**src/rtl/osr_pkg.sv**
```systemverilog
package osr_pkg;
  localparam int CFG_W   = 32;
  localparam int DIV_W   = 16;
  localparam int DIV_LSB = CFG_W - DIV_W;
  localparam int WORD_W  = 8;
  localparam int SYNC_N  = 2;

  // Flag pair kept by the holding register.
  typedef struct packed {
    logic valid;
    logic overrun;
  } osr_flags_t;
endpackage

```
**src/rtl/osr_sync.sv**
```systemverilog
module osr_sync #(
  parameter int STAGES = osr_pkg::SYNC_N
) (
  input  logic clk,
  input  logic rst_n,
  input  logic d,
  output logic q
);
  generate
    if (STAGES <= 1) begin : g_single
      logic s_q;
      always_ff @(posedge clk or negedge rst_n) begin
        if (!rst_n) s_q <= 1'b0;
        else        s_q <= d;
      end
      assign q = s_q;
    end else begin : g_chain
      logic [STAGES-1:0] chain_q;
      always_ff @(posedge clk or negedge rst_n) begin
        if (!rst_n) chain_q <= '0;
        else        chain_q <= {chain_q[STAGES-2:0], d};
      end
      assign q = chain_q[STAGES-1];
    end
  endgenerate
endmodule

```
**src/rtl/osr_tick_div.sv**
```systemverilog
module osr_tick_div #(
  parameter int DIV_W = osr_pkg::DIV_W
) (
  input  logic             clk,
  input  logic             rst_n,
  input  logic             en,
  input  logic [DIV_W-1:0] div_lim,
  output logic             tick
);
  logic [DIV_W-1:0] cnt_q;

  // One strobe every div_lim+1 cycles; >= guards against a lowered limit.
  assign tick = en && (cnt_q >= div_lim);

  always_ff @(posedge clk or negedge rst_n) begin
    if (!rst_n)     cnt_q <= '0;
    else if (!en)   cnt_q <= '0;
    else if (tick)  cnt_q <= '0;
    else            cnt_q <= cnt_q + 1'b1;
  end
endmodule

```
**src/rtl/osr_sample_pack.sv**
```systemverilog
module osr_sample_pack #(
  parameter int WORD_W = osr_pkg::WORD_W
) (
  input  logic                      clk,
  input  logic                      rst_n,
  input  logic                      en,
  input  logic                      tick,
  input  logic                      sample,
  input  logic [$clog2(WORD_W)-1:0] os_code,
  output logic                      word_stb,
  output logic [WORD_W-1:0]         word
);
  localparam int CNT_W = $clog2(WORD_W);
  localparam logic [CNT_W-1:0] TOP_IDX = CNT_W'(WORD_W - 1);

  logic [WORD_W-1:0] acc_q;
  logic [CNT_W-1:0]  cnt_q;
  logic [WORD_W-1:0] acc_nx;
  logic              last;
  logic [CNT_W-1:0]  pad;

  assign acc_nx   = {acc_q[WORD_W-2:0], sample};
  assign last     = (cnt_q == os_code);
  assign pad      = TOP_IDX - os_code;
  assign word_stb = en && tick && last;
  // Left-align a short group so the earliest sample lands in the MSB.
  assign word     = acc_nx << pad;

  always_ff @(posedge clk or negedge rst_n) begin
    if (!rst_n) begin
      acc_q <= '0;
      cnt_q <= '0;
    end else if (!en) begin
      acc_q <= '0;
      cnt_q <= '0;
    end else if (tick) begin
      if (last) begin
        acc_q <= '0;
        cnt_q <= '0;
      end else begin
        acc_q <= acc_nx;
        cnt_q <= cnt_q + 1'b1;
      end
    end
  end
endmodule

```
**src/rtl/osr_word_hold.sv**
```systemverilog
module osr_word_hold #(
  parameter int WORD_W = osr_pkg::WORD_W
) (
  input  logic              clk,
  input  logic              rst_n,
  input  logic              word_stb,
  input  logic [WORD_W-1:0] word,
  input  logic              clear,
  output logic [WORD_W-1:0] data,
  output logic              valid,
  output logic              overrun
);
  osr_pkg::osr_flags_t flags_q;
  logic [WORD_W-1:0]   data_q;

  always_ff @(posedge clk or negedge rst_n) begin
    if (!rst_n) begin
      flags_q <= '0;
      data_q  <= '0;
    end else if (word_stb) begin
      // A clear on the same edge consumed the old byte: no overrun.
      flags_q.valid   <= 1'b1;
      flags_q.overrun <= flags_q.valid && !clear;
      data_q          <= word;
    end else if (clear) begin
      flags_q <= '0;
    end
  end

  assign data    = data_q;
  assign valid   = flags_q.valid;
  assign overrun = flags_q.overrun;
endmodule

```
**src/rtl/osr_rx_chan.sv**
```systemverilog
module osr_rx_chan #(
  parameter int CFG_W       = osr_pkg::CFG_W,
  parameter int DIV_W       = osr_pkg::DIV_W,
  parameter int WORD_W      = osr_pkg::WORD_W,
  parameter int SYNC_STAGES = osr_pkg::SYNC_N
) (
  input  logic              clk,
  input  logic              rst_n,
  input  logic              en,
  input  logic [CFG_W-1:0]  cfg_word,
  input  logic              rx_serial,
  input  logic              rx_clear,
  output logic [WORD_W-1:0] rx_byte,
  output logic              rx_valid,
  output logic              rx_overrun
);
  localparam int OS_W    = $clog2(WORD_W);
  localparam int CODE_W  = CFG_W - DIV_W;
  localparam logic [CODE_W-1:0] CODE_MAX = CODE_W'(WORD_W - 1);

  logic [DIV_W-1:0]  div_lim;
  logic [CODE_W-1:0] code_raw;
  logic [OS_W-1:0]   os_code;
  logic              line_sync;
  logic              sample_tick;
  logic              word_stb;
  logic [WORD_W-1:0] word;

  assign div_lim  = cfg_word[CFG_W-1 -: DIV_W];
  assign code_raw = cfg_word[CODE_W-1:0];
  assign os_code  = (code_raw > CODE_MAX) ? OS_W'(WORD_W - 1) : code_raw[OS_W-1:0];

  osr_sync #(.STAGES(SYNC_STAGES)) i_sync (
    .clk   (clk),
    .rst_n (rst_n),
    .d     (rx_serial),
    .q     (line_sync)
  );

  osr_tick_div #(.DIV_W(DIV_W)) i_div (
    .clk     (clk),
    .rst_n   (rst_n),
    .en      (en),
    .div_lim (div_lim),
    .tick    (sample_tick)
  );

  osr_sample_pack #(.WORD_W(WORD_W)) i_pack (
    .clk      (clk),
    .rst_n    (rst_n),
    .en       (en),
    .tick     (sample_tick),
    .sample   (line_sync),
    .os_code  (os_code),
    .word_stb (word_stb),
    .word     (word)
  );

  osr_word_hold #(.WORD_W(WORD_W)) i_hold (
    .clk      (clk),
    .rst_n    (rst_n),
    .word_stb (word_stb),
    .word     (word),
    .clear    (rx_clear),
    .data     (rx_byte),
    .valid    (rx_valid),
    .overrun  (rx_overrun)
  );
endmodule

```
**config.mk**
```make
export PLATFORM = sky130hd
export DESIGN_NAME = osr_rx_chan
export DESIGN_NICKNAME = d
export VERILOG_FILES = /design/src/rtl/osr_pkg.sv /design/src/rtl/osr_sync.sv /design/src/rtl/osr_tick_div.sv /design/src/rtl/osr_sample_pack.sv /design/src/rtl/osr_word_hold.sv /design/src/rtl/osr_rx_chan.sv
export SDC_FILE = /design/constraint.sdc
export NUM_CORES = 1
export LEC_CHECK = 0
export CAP_MARGIN = 20
export CORE_ASPECT_RATIO = 0.75
export CORE_MARGIN = 2
export CORE_UTILIZATION = 52
export DETAILED_ROUTE_END_ITERATION = 10
export PLACE_DENSITY = 0.8
export SYNTH_ARGS = -nofsm -noshare
export SYNTH_HDL_FRONTEND = slang
export SYNTH_SLANG_ARGS = --single-unit
```
**constraint.sdc**
```tcl
create_clock -name clk -period 3.2 [get_ports clk]
set_clock_uncertainty 0.1 [all_clocks]
set_input_delay 0.64 -clock clk [delete_from_list [all_inputs] [get_ports clk]]
set_output_delay 0.64 -clock clk [all_outputs]
set_load 0.01 [all_outputs]
```
Yosys cells after proc, flatten, opt, wreduce, memory -nomap -nowiden. Cells that the tools add are included.

Input bits: 37. Output and inout bits: 10. Bits in registers: 38.

Reductions and logical operators: 6. Magnitude comparators: 2. Shift-type cells: 1. $add $sub $neg: 3. Equality and inequality tests: 2. Multiplexer cells: 11.

Operator list (count): 2-to-1 mux 16 bit (2); 2-to-1 mux 7 bit (3); adder 16 x 1 -> 16 bit (second input constant) (1); greater-or-equal comparator 16 bit (1); > comparator 16 x 3 -> 1 bit (second input constant) (1); 2-to-1 mux 3 bit (4); << shifter 8 x 3 -> 8 bit (1); logical AND 1 bit (4); 2-to-1 mux 2 bit (2); adder 3 x 1 -> 3 bit (second input constant) (1); equality test 3 bit (1); subtractor 3 bit (first input constant) (1); inequality test 2 x 1 -> 1 bit (second input constant) (1); nonzero test 2 bit (1); zero test 1 bit (1).

Longest topological paths before layout.
Word-level depth: 6. Mapped depth: 9. Mapped depth without buffers: 8.

Hierarchy. Synthesis repeated with hierarchy kept, for this count alone.

Cell total of the unflattened synthesis: 252. Area, all modules: 2595.0 sq um.

By module, submodules not included: osr_tick_div (area each 1300.0 sq um, times used 1, cells each 133); osr_sample_pack (area each 770.7 sq um, times used 1, cells each 85); osr_word_hold (area each 407.9 sq um, times used 1, cells each 23); osr_rx_chan (area each 66.3 sq um, times used 1, cells each 9); osr_sync (area each 50.0 sq um, times used 1, cells each 2).

Least setup slack after synthesis. Ideal clock, no wire load.

Path type: input -> register. Start point: input cfg_word[15]. End point: register i_hold.data_q[0], in the netlist i_hold.data[0]. Setup slack: 0.472 ns. Library setup time: 0.125 ns. Data arrival time: 2.503 ns. Path buffers: 0. Data required time: 2.975 ns. Cell stages on the path: 6. Path through: nor4_4 nand4_2 xnor2_2 nand3_2 a211oi_4 mux2_2.

Cells in the longest elaborated chain, start to end: 4. Elaborated cells between the ends (all ways): 6. Classes of those cells: add/sub: 1; order compare: 1; eq/ne: 1; shift: 1; mux: 1; reduce/logical: 1.

RTL lines: start: declaration (line osr_rx_chan.sv:10) `input logic [CFG_W-1:0] cfg_word,`; > comparator 16 x 3 -> 1 bit * (line osr_rx_chan.sv:31) `assign os_code = (code_raw > CODE_MAX) ? OS_W'(WORD_W - 1) : code_raw[OS_W-1:0];`; 2-to-1 mux 3 bit * (line osr_rx_chan.sv:31); subtractor 3 bit or equality test 3 bit (tied branches) (line osr_sample_pack.sv:24, osr_sample_pack.sv:23); << shifter 8 x 3 -> 8 bit or logical AND 1 bit (tied branches) (line osr_sample_pack.sv:27, osr_sample_pack.sv:25); end signal: assignment (line osr_word_hold.sv:24) `data_q <= word;`; end: declaration (line osr_word_hold.sv:14) `logic [WORD_W-1:0] data_q;`.

Every way passes the cells marked *; elsewhere a longest branch is shown, timed or not. A chain may end at the register's enable or synchronous reset.

Worst setup path in the final report.
Start point: input cfg_word[15]. End point: register i_hold.data_q[2], in the netlist i_hold.data[2].

The elaborated chain is that of the path after synthesis.

==> impl_metrics.env <==
export IMPL_status="finished, final reports clean"
export IMPL_clock_sinks=38
export IMPL_max_stage_delay_ps=440
export IMPL_fin_nets=368
export IMPL_finalHoldWorstSlack_ps=251.9
export IMPL_cp_top_family="simple AND/OR/NAND/NOR gates"
export IMPL_die_h_um=63.60
export IMPL_cp_num_buf_inv=1
export IMPL_cp_max_fo=7
export IMPL_drive_above_1_share_pct=11.15
export IMPL_stdcell_area_um2=3172
export IMPL_path_cells="clkdlybuf4s50_1 -> nor4_4 -> nand4_2 -> xnor2_2 -> nand3_2 -> a211oi_4 -> mux2_2"
export IMPL_dieWidth_um=83.46
export IMPL_pwr_share_comb_pct=9.4
export IMPL_critPathLaunchType="input port"
export IMPL_leakagePower_nw=1.519
export IMPL_gp_congestion=0.8258
export IMPL_viasPerCell=5.671
export IMPL_cp_data_arrival_time_ps=2940
export IMPL_syn2layout_area_growth_pct=28.81
export IMPL_final_common_cell="clkdlybuf4s50_1"
export IMPL_synth_top_area_share_pct=38.62
export IMPL_internal_power_w=0.0008519
export IMPL_synth_area_um2=2462
export IMPL_dieArea_um2=5308
export IMPL_cts_tree="done"
export IMPL_initial_core_util_pct=54.49
export IMPL_hold_path_class="reg2reg"
export IMPL_clkPwrFrac_pct=45.3
export IMPL_worstMarginPinSlew_ps=828.8
export IMPL_grt_max_degree=39
export IMPL_clk_pin_slew_ps=80
export IMPL_ant_nets=0
export IMPL_place_area_um2=3034
export IMPL_io_pins=47
export IMPL_core_area_um2=4519
export IMPL_portBuffers=46
export IMPL_syn_nets=312
export IMPL_synth_yosys_warnings=0
export IMPL_diodes=0
export IMPL_drc=0
export IMPL_post_cts_setup_buffers=0
export IMPL_period_share_pct=89.41
export IMPL_maxUsedRoutingLayer="met4"
export IMPL_grt_total_usage_pct=21.56
export IMPL_synth_seq_area_share_pct=38.62
export IMPL_route_met2_wl_um=2514
export IMPL_synthCells=257
export IMPL_maxCapViolCount=0
export IMPL_num_vias=2104
export IMPL_synth_top_cell_by_area="dfrtp_1"
export IMPL_h_tree_depth=2
export IMPL_drtPass1Iterations=4
export IMPL_power_density_nw_per_um2=340.9
export IMPL_ir_drop_mv=0.2922
export IMPL_rsz0062_at_grt="false"
export IMPL_dp_hpwl_um=4030
export IMPL_synth_distinct_cells=41
export IMPL_ctsResizeCount=0
export IMPL_register_area_um2=950.9
export IMPL_slew_headroom_pct=44.75
export IMPL_grt_pass1_wl_um=9301
export IMPL_p_sw_share_pct=21.22
export IMPL_post_drt_wl_per_cell_um=14.43
export IMPL_fin_crit_ps=2861
export IMPL_cp_end_kind="flop"
export IMPL_crit_slowest_cell="clkdlybuf4s50_1"
export IMPL_multi_input_area_um2=1406
export IMPL_criticalPathCategory="in2reg"
export IMPL_cts_hold_buf=0
export IMPL_final_cell_mix="clkdlybuf4s50_1, dfrtp_1, nor2_1, inv_1, nand3_1"
export IMPL_met3WireLength_um=295
export IMPL_max_freq_ghz=0.3495
export IMPL_rows=21
export IMPL_finalSetupTns_ps=0
export IMPL_grt_antenna_before_repair=0
export IMPL_met1Wirelength_um=2496
export IMPL_power_share_sequential_pct=45.3
export IMPL_finalHoldViolCount=0
export IMPL_setup_violations=0
export IMPL_cts_buffers_inserted=5
export IMPL_routed_wl_um=5352
export IMPL_drt_iter0_markers=136
export IMPL_maxSlewViolCount=0
export IMPL_grt_overflow=0
export IMPL_first_global_vias=2028
export IMPL_cts_path_max_buffers=2
export IMPL_post_route_util_pct=70.18
export IMPL_ys_ff_latch=38
export IMPL_cts_root_buf="clkbuf_8"
export IMPL_required_ps=3280
export IMPL_p_switching_w=0.0002295
export IMPL_synth_area_top_cells="dfrtp_1, ha_1, mux2i_1"
export IMPL_n_fill_cell=357
export IMPL_worstSkewPairLatency_ps=290
export IMPL_syn_area_per_cell_um2=9.581
-- registers in the layout (all words and copies together), names as in the netlist --
signal                  flops
i_div.cnt_q                16
i_hold.data                 8
i_hold.overrun              1
i_hold.valid                1
i_pack.acc_q                7
i_pack.cnt_q                3
i_sync.g_chain.chain_q      2
-- kinds of logic (layout without fill, tap and decap cells) --
| group | after synthesis | after routing | synth area share [%] |
|---|---|---|---|
| AND/OR/NAND/NOR | 91 | 91 | 20.22 |
| AO/OA/AOI/OAI | 45 | 45 | 12.60 |
| flip-flops | 38 | 38 | 38.62 |
| buffers and inverters | 28 | 85 | 4.268 |
| multiplexers | 20 | 20 | 8.486 |
| adder cells (fa/ha/maj) | 18 | 18 | 9.147 |
| XOR/XNOR | 17 | 17 | 6.657 |
-- synthesized netlist by cell type --
cell type   n
nand3_1    19
o211ai_1   10
o2111ai_1   1
nand2b_1    5
buf_1       2
xor2_1      9
and4_1      1
nand3_2     1
nor2_1     30
o21a_1      1
o31ai_1     1
mux2i_1    13
and2_1      1
a21oi_1    15
xnor2_2     2
nor4_4      2
nand4_2     2
xnor2_1     6
nand4_4     1
o211a_1     1
and3_1      3
o21ai_0     3
nand4_1     4
ha_1       18
a211oi_1    1
o22ai_1     1
clkbuf_1    4
a32o_1      1
a31oi_1     3
inv_1      22
dfrtp_1    38
nand2_1    14
a21o_1      4
a221o_1     1
nor3_1      5
nor4_1      1
mux2_2      7
nor3_2      1
a211oi_4    1
o22a_1      1
nand3b_1    1
-- per-layer routing --
layer	track usage [%]	vias to the layer above
li1	-	1026
met1	29.51	1005
met2	35.58	66
met3	4.718	7
met4	4.435	0
met5	0	-
-- cell type report --
cell class                 instances  share of cell area (%)
timing repair buffer              55                   16.49
multi-input combinational        191                   44.34
tap                               57                   2.249
sequential                        38                   29.98
clock buffer                       5                   2.170
inverter                          22                   2.604
clock inverter                     3                   2.170
-- stage by stage --
step / power (W) / worst slack, ps / instances
after floorplan: 0.0005331 / 472.3 / 257
after detailed placement: 0.0006020 / 21.83 / 363
after global routing: 0.001128 / 165.9 / 371
after global placement: 0.0005991 / 84.68 / 363
after CTS: 0.001092 / 324.6 / 371
final: 0.001081 / 338.8 / 371
-- power by group through the flow --
stage / clock [W] / combinational (W) / sequential, W
after floorplan: 0 / 0.0000351 / 0.000498
after global placement: 0 / 0.0000999 / 0.000499
after detailed placement: 0 / 0.000102 / 0.000499
after CTS: 0.000499 / 0.000103 / 0.000490
after global routing: 0.000522 / 0.000115 / 0.000491
final: 0.000490 / 0.000101 / 0.000490
-- final timing paths --
kind                                              to                      start  slack, ps  cells past startpoint
max in group asynchronous             i_div.cnt_q[2]                      rst_n       2140                      1
min in group asynchronous  i_sync.g_chain.chain_q[1]                      rst_n        350                      1
min reg2reg                i_sync.g_chain.chain_q[1]  i_sync.g_chain.chain_q[0]        250                      0
min                        i_sync.g_chain.chain_q[1]  i_sync.g_chain.chain_q[0]        250                      0
max                                   i_hold.data[2]               cfg_word[15]        340                      7
max reg2reg                           i_hold.data[2]             i_div.cnt_q[0]        750                      8
No activity file was read; power rests on OpenSTA's default activity.
